### src/rtl/e3oh_pkg.sv
package e3oh_pkg;
   localparam int STAT_W = 8;
   // status bit positions (software decodes these)
   localparam int B_PLD  = 0;
   localparam int B_FA   = 1;
   localparam int B_BIP  = 2;
   localparam int B_FERF = 3;
   localparam int B_FEBE = 4;
   localparam int B_TTC  = 6;
   localparam logic [STAT_W-1:0] USED_MASK = 8'b0101_1111;
endpackage

### src/rtl/e3oh_ferf_filter.sv
module e3oh_ferf_filter #(
   parameter int SHORT_N = 3,
   parameter int LONG_N  = 5
) (
   input  logic clk,
   input  logic rst_n,
   input  logic stb,
   input  logic ferf_in,
   input  logic use_long,
   output logic alarm,
   output logic change
);
   localparam int CNT_W = $clog2(LONG_N + 1);
   localparam logic [CNT_W-1:0] N_SHORT = CNT_W'(SHORT_N);
   localparam logic [CNT_W-1:0] N_LONG  = CNT_W'(LONG_N);

   // run_q counts consecutive frames disagreeing with the current alarm level
   logic [CNT_W-1:0] run_q, run_d, need;
   logic             alarm_d;

   always_comb begin
      need    = use_long ? N_LONG : N_SHORT;
      run_d   = run_q;
      alarm_d = alarm;
      change  = 1'b0;
      if (stb) begin
         if (ferf_in == alarm) begin
            run_d = '0;
         end else if (run_q + 1'b1 >= need) begin
            run_d   = '0;
            alarm_d = ~alarm;
            change  = 1'b1;
         end else begin
            run_d = run_q + 1'b1;
         end
      end
   end

   always_ff @(posedge clk) begin
      if (!rst_n) begin
         run_q <= '0;
         alarm <= 1'b0;
      end else begin
         run_q <= run_d;
         alarm <= alarm_d;
      end
   end

   AST_FERF_HOLD_NO_STB: assert property (@(posedge clk) disable iff (!rst_n)
      !stb |=> $stable(alarm));
   AST_FERF_RUN_BOUND: assert property (@(posedge clk) disable iff (!rst_n)
      run_q < N_LONG);
   AST_FERF_CHANGE_TOGGLES: assert property (@(posedge clk) disable iff (!rst_n)
      change |=> (alarm != $past(alarm)));
endmodule

### src/rtl/e3oh_evt_det.sv
module e3oh_evt_det
   import e3oh_pkg::*;
#(
   parameter int PT_W = 3
) (
   input  logic              clk,
   input  logic              rst_n,
   input  logic              stb,
   input  logic              tr_msb,
   input  logic              febe,
   input  logic [PT_W-1:0]   pt,
   input  logic              bip_err,
   input  logic              fa_err,
   input  logic              ferf_chg,
   output logic [STAT_W-1:0] evt
);
   logic [PT_W-1:0] prev_pt_q;
   logic            pt_seen_q;

   always_ff @(posedge clk) begin
      if (!rst_n) begin
         prev_pt_q <= '0;
         pt_seen_q <= 1'b0;
      end else if (stb) begin
         prev_pt_q <= pt;
         pt_seen_q <= 1'b1;
      end
   end

   always_comb begin
      evt         = '0;
      evt[B_TTC]  = stb & tr_msb;
      evt[B_FEBE] = stb & febe;
      evt[B_FERF] = ferf_chg;
      evt[B_BIP]  = stb & bip_err;
      evt[B_FA]   = stb & fa_err;
      evt[B_PLD]  = stb & pt_seen_q & (pt != prev_pt_q);
   end

   AST_NO_EVT_WITHOUT_STB: assert property (@(posedge clk) disable iff (!rst_n)
      !stb |-> (evt == '0));
   AST_FIRST_FRAME_NO_PLD: assert property (@(posedge clk) disable iff (!rst_n)
      !pt_seen_q |-> !evt[B_PLD]);
endmodule

### src/rtl/e3oh_stat_reg.sv
module e3oh_stat_reg
   import e3oh_pkg::*;
#(
   parameter int              W    = STAT_W,
   parameter logic [W-1:0]    USED = USED_MASK
) (
   input  logic         clk,
   input  logic         rst_n,
   input  logic [W-1:0] evt,
   input  logic         rd,
   input  logic         wr,
   input  logic [W-1:0] wdata,
   output logic [W-1:0] stat_q,
   output logic         irq
);
   logic [W-1:0] en_q;
   logic         unused_evt;

   assign unused_evt = ^(evt & ~USED);

   always_ff @(posedge clk) begin
      if (!rst_n)  en_q <= '0;
      else if (wr) en_q <= wdata & USED;
   end

   for (genvar b = 0; b < W; b++) begin : g_bit
      if (USED[b]) begin : g_used
         always_ff @(posedge clk) begin
            if (!rst_n) stat_q[b] <= 1'b0;
            else        stat_q[b] <= (stat_q[b] & ~rd) | evt[b];
         end
         AST_STICKY_HOLD: assert property (@(posedge clk) disable iff (!rst_n)
            (stat_q[b] && !rd) |=> stat_q[b]);
         AST_READ_CLEARS: assert property (@(posedge clk) disable iff (!rst_n)
            (rd && !evt[b]) |=> !stat_q[b]);
         AST_EVT_WINS: assert property (@(posedge clk) disable iff (!rst_n)
            evt[b] |=> stat_q[b]);
      end else begin : g_unused
         assign stat_q[b] = 1'b0;
      end
   end

   assign irq = |(stat_q & en_q);

   AST_IRQ_NEEDS_EN: assert property (@(posedge clk) disable iff (!rst_n)
      irq |-> (en_q != '0));
endmodule

### src/rtl/e3oh_irq_mon.sv
module e3oh_irq_mon
   import e3oh_pkg::*;
#(
   parameter int TR_W       = 8,
   parameter int PT_W       = 3,
   parameter int FERF_SHORT = 3,
   parameter int FERF_LONG  = 5
) (
   input  logic              clk,
   input  logic              rst_n,
   input  logic              frm_stb,
   input  logic [TR_W-1:0]   trace_byte,
   input  logic              febe_bit,
   input  logic              ferf_bit,
   input  logic [PT_W-1:0]   pld_type,
   input  logic              bip_err,
   input  logic              fa_err,
   input  logic              ferf_long,
   input  logic              irq_wr,
   input  logic [STAT_W-1:0] irq_wdata,
   input  logic              stat_rd,
   output logic [STAT_W-1:0] stat_rdata,
   output logic              ferf_alarm,
   output logic              irq
);
   if (FERF_SHORT < 1 || FERF_SHORT >= FERF_LONG) begin : g_bad_persist
      $error("e3oh_irq_mon: need 1 <= FERF_SHORT < FERF_LONG");
   end
   if (TR_W < 2 || PT_W < 1) begin : g_bad_width
      $error("e3oh_irq_mon: field widths too small");
   end

   logic              ferf_chg;
   logic [STAT_W-1:0] evt;
   logic              unused_tr_bits;

   assign unused_tr_bits = ^trace_byte[TR_W-2:0];

   e3oh_ferf_filter #(.SHORT_N(FERF_SHORT), .LONG_N(FERF_LONG)) u_ferf (
      .clk(clk), .rst_n(rst_n), .stb(frm_stb), .ferf_in(ferf_bit),
      .use_long(ferf_long), .alarm(ferf_alarm), .change(ferf_chg)
   );

   e3oh_evt_det #(.PT_W(PT_W)) u_evt (
      .clk(clk), .rst_n(rst_n), .stb(frm_stb), .tr_msb(trace_byte[TR_W-1]),
      .febe(febe_bit), .pt(pld_type), .bip_err(bip_err), .fa_err(fa_err),
      .ferf_chg(ferf_chg), .evt(evt)
   );

   e3oh_stat_reg u_stat (
      .clk(clk), .rst_n(rst_n), .evt(evt), .rd(stat_rd), .wr(irq_wr),
      .wdata(irq_wdata), .stat_q(stat_rdata), .irq(irq)
   );

   AST_ALARM_RISE_FLAGGED: assert property (@(posedge clk) disable iff (!rst_n)
      $rose(ferf_alarm) |-> stat_rdata[B_FERF]);
   AST_ALARM_FALL_FLAGGED: assert property (@(posedge clk) disable iff (!rst_n)
      $fell(ferf_alarm) |-> stat_rdata[B_FERF]);
endmodule

### config.mk
export PLATFORM = sky130hd
export DESIGN_NAME = e3oh_irq_mon
export DESIGN_NICKNAME = d
export VERILOG_FILES = /design/src/rtl/e3oh_pkg.sv /design/src/rtl/e3oh_ferf_filter.sv /design/src/rtl/e3oh_evt_det.sv /design/src/rtl/e3oh_stat_reg.sv /design/src/rtl/e3oh_irq_mon.sv
export SDC_FILE = /design/constraint.sdc
export NUM_CORES = 1
export LEC_CHECK = 0
export BUFFER_PORTS_ARGS = -buffer_cell sky130_fd_sc_hd__buf_2
export CAP_MARGIN = 10
export CORE_UTILIZATION = 45
export CTS_CLUSTER_SIZE = 30
export DETAILED_ROUTE_END_ITERATION = 12
export PLACE_DENSITY = 0.85
export SETUP_SLACK_MARGIN = 0.02
export SLEW_MARGIN = 40
export SYNTH_ARGS = -nofsm -noshare
export SYNTH_HDL_FRONTEND = slang
export SYNTH_SLANG_ARGS = --single-unit
### constraint.sdc
create_clock -name clk -period 2 [get_ports clk]
set_input_delay 0.3 -clock clk [delete_from_list [all_inputs] [get_ports clk]]
set_output_delay 0.3 -clock clk [all_outputs]
set_load 0.005 [all_outputs]
==> results.md <==
* Gpl congestion at 0.7087
* F_max at 571.7 MHz
* Die area at 0.002191 mm²
* First-pass DRT Iterations at 5
* Clk sinks at 20
* RSZ-0062 raised after global routing: no
* Tot GR Track Use at 0.1815
* Hold Fails Final Rpt at 0
* Vias at 705
* YS warnings at 0
* Worst Hold Launch: febe_bit
* Worst-path maximum fanout at 4
* Clock-pin slew on the worst setup and hold paths at 0.11 ns
* Total routed wirelength at 1.705 mm
* Peak supply drop at 0.8058 mV
* Leak at 0.5112 nW
* Hold endpoint: u_stat.stat_q[4]
* CTS max path bufs at 2
* Initial DRC Count at 19
* Critical Path Most Common Cell: ha_1
* Fin crit share at 0.8746
* Worst r2r dst: u_ferf.run_q[2]
* Sequential-to-total area share from yosys stat at 0.4432
* Post-cts gate resize count at 0
* Startpoint types: flop
* Register area at 400.4 µm²
* Num rows at 15
* Post-DP HPWL at 1.238 mm
* Root Driver: clkbuf_4
* Nets@finish at 150
* Number of buffers created by CTS at 3
* Global-route wire length before repair at 2.760 mm
* I/O Pins at 39
* CP max stage delay at 0.39 ns
* Number of global-route vias before repair at 684
* Status: finished, final reports clean
* Setup Buffers After CTS at 0
* WL/cell at 12.01 µm
* Crit Path Category: reg -> reg
* Die Y at 46.81 µm
* Area Growth Syn to Fin at 21.05%
* Fin util at 0.6069
* Yosys reg bits at 20
* Clock Skews at 0.005426 ns
* Final setup margin at 0.2508 ns
* Reg2Reg Launch Point: u_ferf.run_q[0]
* Post-DRT Antenna Nets at 0
* WP buf/inv at 0
* WHS Path Cells at 3
* Initial Utilization at 0.5014
* R2r setup slk at 0.25 ns
* Core area at 0.001802 mm²
* Overflow after GRT at 0
* CP Capture Type: flop
* Vias per cell at 4.965
* PD cells at 792.6 mW/mm²
* Number of remaining DRC errors at 0
* Fin crit period at 1.749 ns
* Syn Area/Cell at 9.927 µm²
* Worst Hold Class: in -> reg
* Die W at 46.81 µm
* Cts hold-fix bufs at 0
* Tot Pwr at 0.8667 mW
* Setup total negative slack at 0 ns
* Place WS at 0.3152 ns
* Post-synth cell types at 23
* Area of the multi-input gates at 462.9 µm²
* Worst-Skew Late Latency at 0.30 ns
* TritonCTS clock tree: yes
* Worst r2r path cells at 6
* Largest net degree at the start of global routing at 26
* Data required, critical path at 2.22 ns
* Final hold slack at 0.2538 ns
* Fillcell total at 160
* Synth Instances at 91
* Initial antenna violation count at 0
* H-Tree Depth at 1
* Mapped Area at 903.4 µm²
* Maxcap violations at 0
* Input/output buffers at 27
* CP max-delay cell: dfxtp_1
* Diode count at 0
* Final setup vio count at 0
* Critical path's top delay family: adder cells
* Worst-path cell chain: ha_1 -> xor2_1 -> ha_1 -> a21oi_1 -> nand4_1 -> o21ai_0
* Slew Viols, Final at 0
* Arrival time at the worst endpoint at 1.97 ns
* Fraction of layout cells with a size suffix above 1 at 0.2821
where the power goes:
| group | switching (mW) | internal [mW] |
|---|---|---|
| Clock | 0.120 | 0.203 |
| Sequential | 0.0155 | 0.420 |
| Combinational | 0.0511 | 0.0570 |
| Total | 0.187 | 0.680 |
cell usage after synthesis:
cell type,n,share of area
o21ai_0,3,0.017
nor2b_1,14,0.097
a31oi_1,1,0.0069
conb_1,1,0.0042
nand3_1,5,0.028
mux2i_1,10,0.11
a21oi_1,1,0.0055
nand2_1,3,0.012
a22oi_1,7,0.058
inv_1,3,0.012
buf_4,2,0.017
xor2_1,2,0.019
nand4_1,1,0.0069
xnor2_1,4,0.039
o21a_1,2,0.017
ha_1,3,0.042
dfxtp_1,20,0.44
nand2b_1,2,0.014
nand3b_1,1,0.0083
a211oi_2,1,0.014
buf_2,2,0.011
clkbuf_1,2,0.0083
a31o_2,1,0.0097
per-layer routing:
metal | track usage | up-vias | routed length [µm]
met5 | 0 | - | 0
met4 | 0.09143 | 0 | 21
met3 | 0.05385 | 4 | 78
met2 | 0.2944 | 21 | 854
met1 | 0.2188 | 319 | 750
li1 | - | 361 | -
layout by cell type (no fill, tap or decap), drive strengths merged:
master / count
a211oi: 1
a21oi: 1
a22oi: 7
a31o: 1
a31oi: 1
buf: 27
bufinv: 1
clkbuf: 3
conb: 2
dfxtp: 20
ha: 3
inv: 3
mux2i: 10
nand2: 3
nand2b: 2
nand3: 5
nand3b: 1
nand4: 1
nor2b: 14
o21a: 2
o21ai: 3
xnor2: 4
xor2: 2
flip-flops by register name, indices dropped and copies added (netlist names):
register / flops
u_evt.pt_seen_q: 1
u_stat.en_q: 6
u_ferf.run_q: 3
u_stat.stat_q: 6
u_ferf.alarm: 1
u_evt.prev_pt_q: 3
how the worst max path moves through the flow:
stage,from,endpoint,cells after the start,slack [ns]
after floorplan,u_ferf.run_q[0],u_ferf.alarm,6,0.47
after global placement,u_ferf.run_q[0],u_ferf.alarm,6,0.40
after global routing,u_ferf.run_q[0],u_ferf.run_q[2],6,0.10
after detailed placement,u_ferf.run_q[0],u_ferf.alarm,6,0.32
final,u_ferf.run_q[0],u_ferf.run_q[2],6,0.25
after CTS,u_ferf.run_q[0],u_ferf.run_q[2],6,0.26
tightest hold or removal path, stage by stage:
cell and delay (ns):
buf_2 0.07, a22oi_1 0.05, nor2b_1 0.10
through the flow:
| step | area [µm²] | std cells |
|---|---|---|
| final | 1094 | 142 |
| after detailed placement | 1041 | 138 |
| after global routing | 1094 | 142 |
| after CTS | 1094 | 142 |
| after global placement | 1041 | 138 |
| after floorplan | 907.1 | 92 |
cells by family after synthesis:
kind of cell / after synthesis / share of synthesized area
and+or+nand+nor: 26 / 0.1662
DFF: 20 / 0.4432
AOI/OAI and AO/OA: 16 / 0.1274
muxes: 10 / 0.1108
buffers and inverters: 9 / 0.04847
xor gates and xnor gates: 6 / 0.05817
adders and majority gates: 3 / 0.04156
other: 1 / 0.004151
final cells by class:
type                    count  share of cell area
repair buffers             27              0.1236
multi-input cells          63              0.4233
clock inverters             1             0.02746
flip-flops and latches     20              0.3661
inverters                   3             0.01030
clock buffers               3             0.02059
well taps                  25             0.02860
Note: power is estimated with default switching activity, not from simulation.
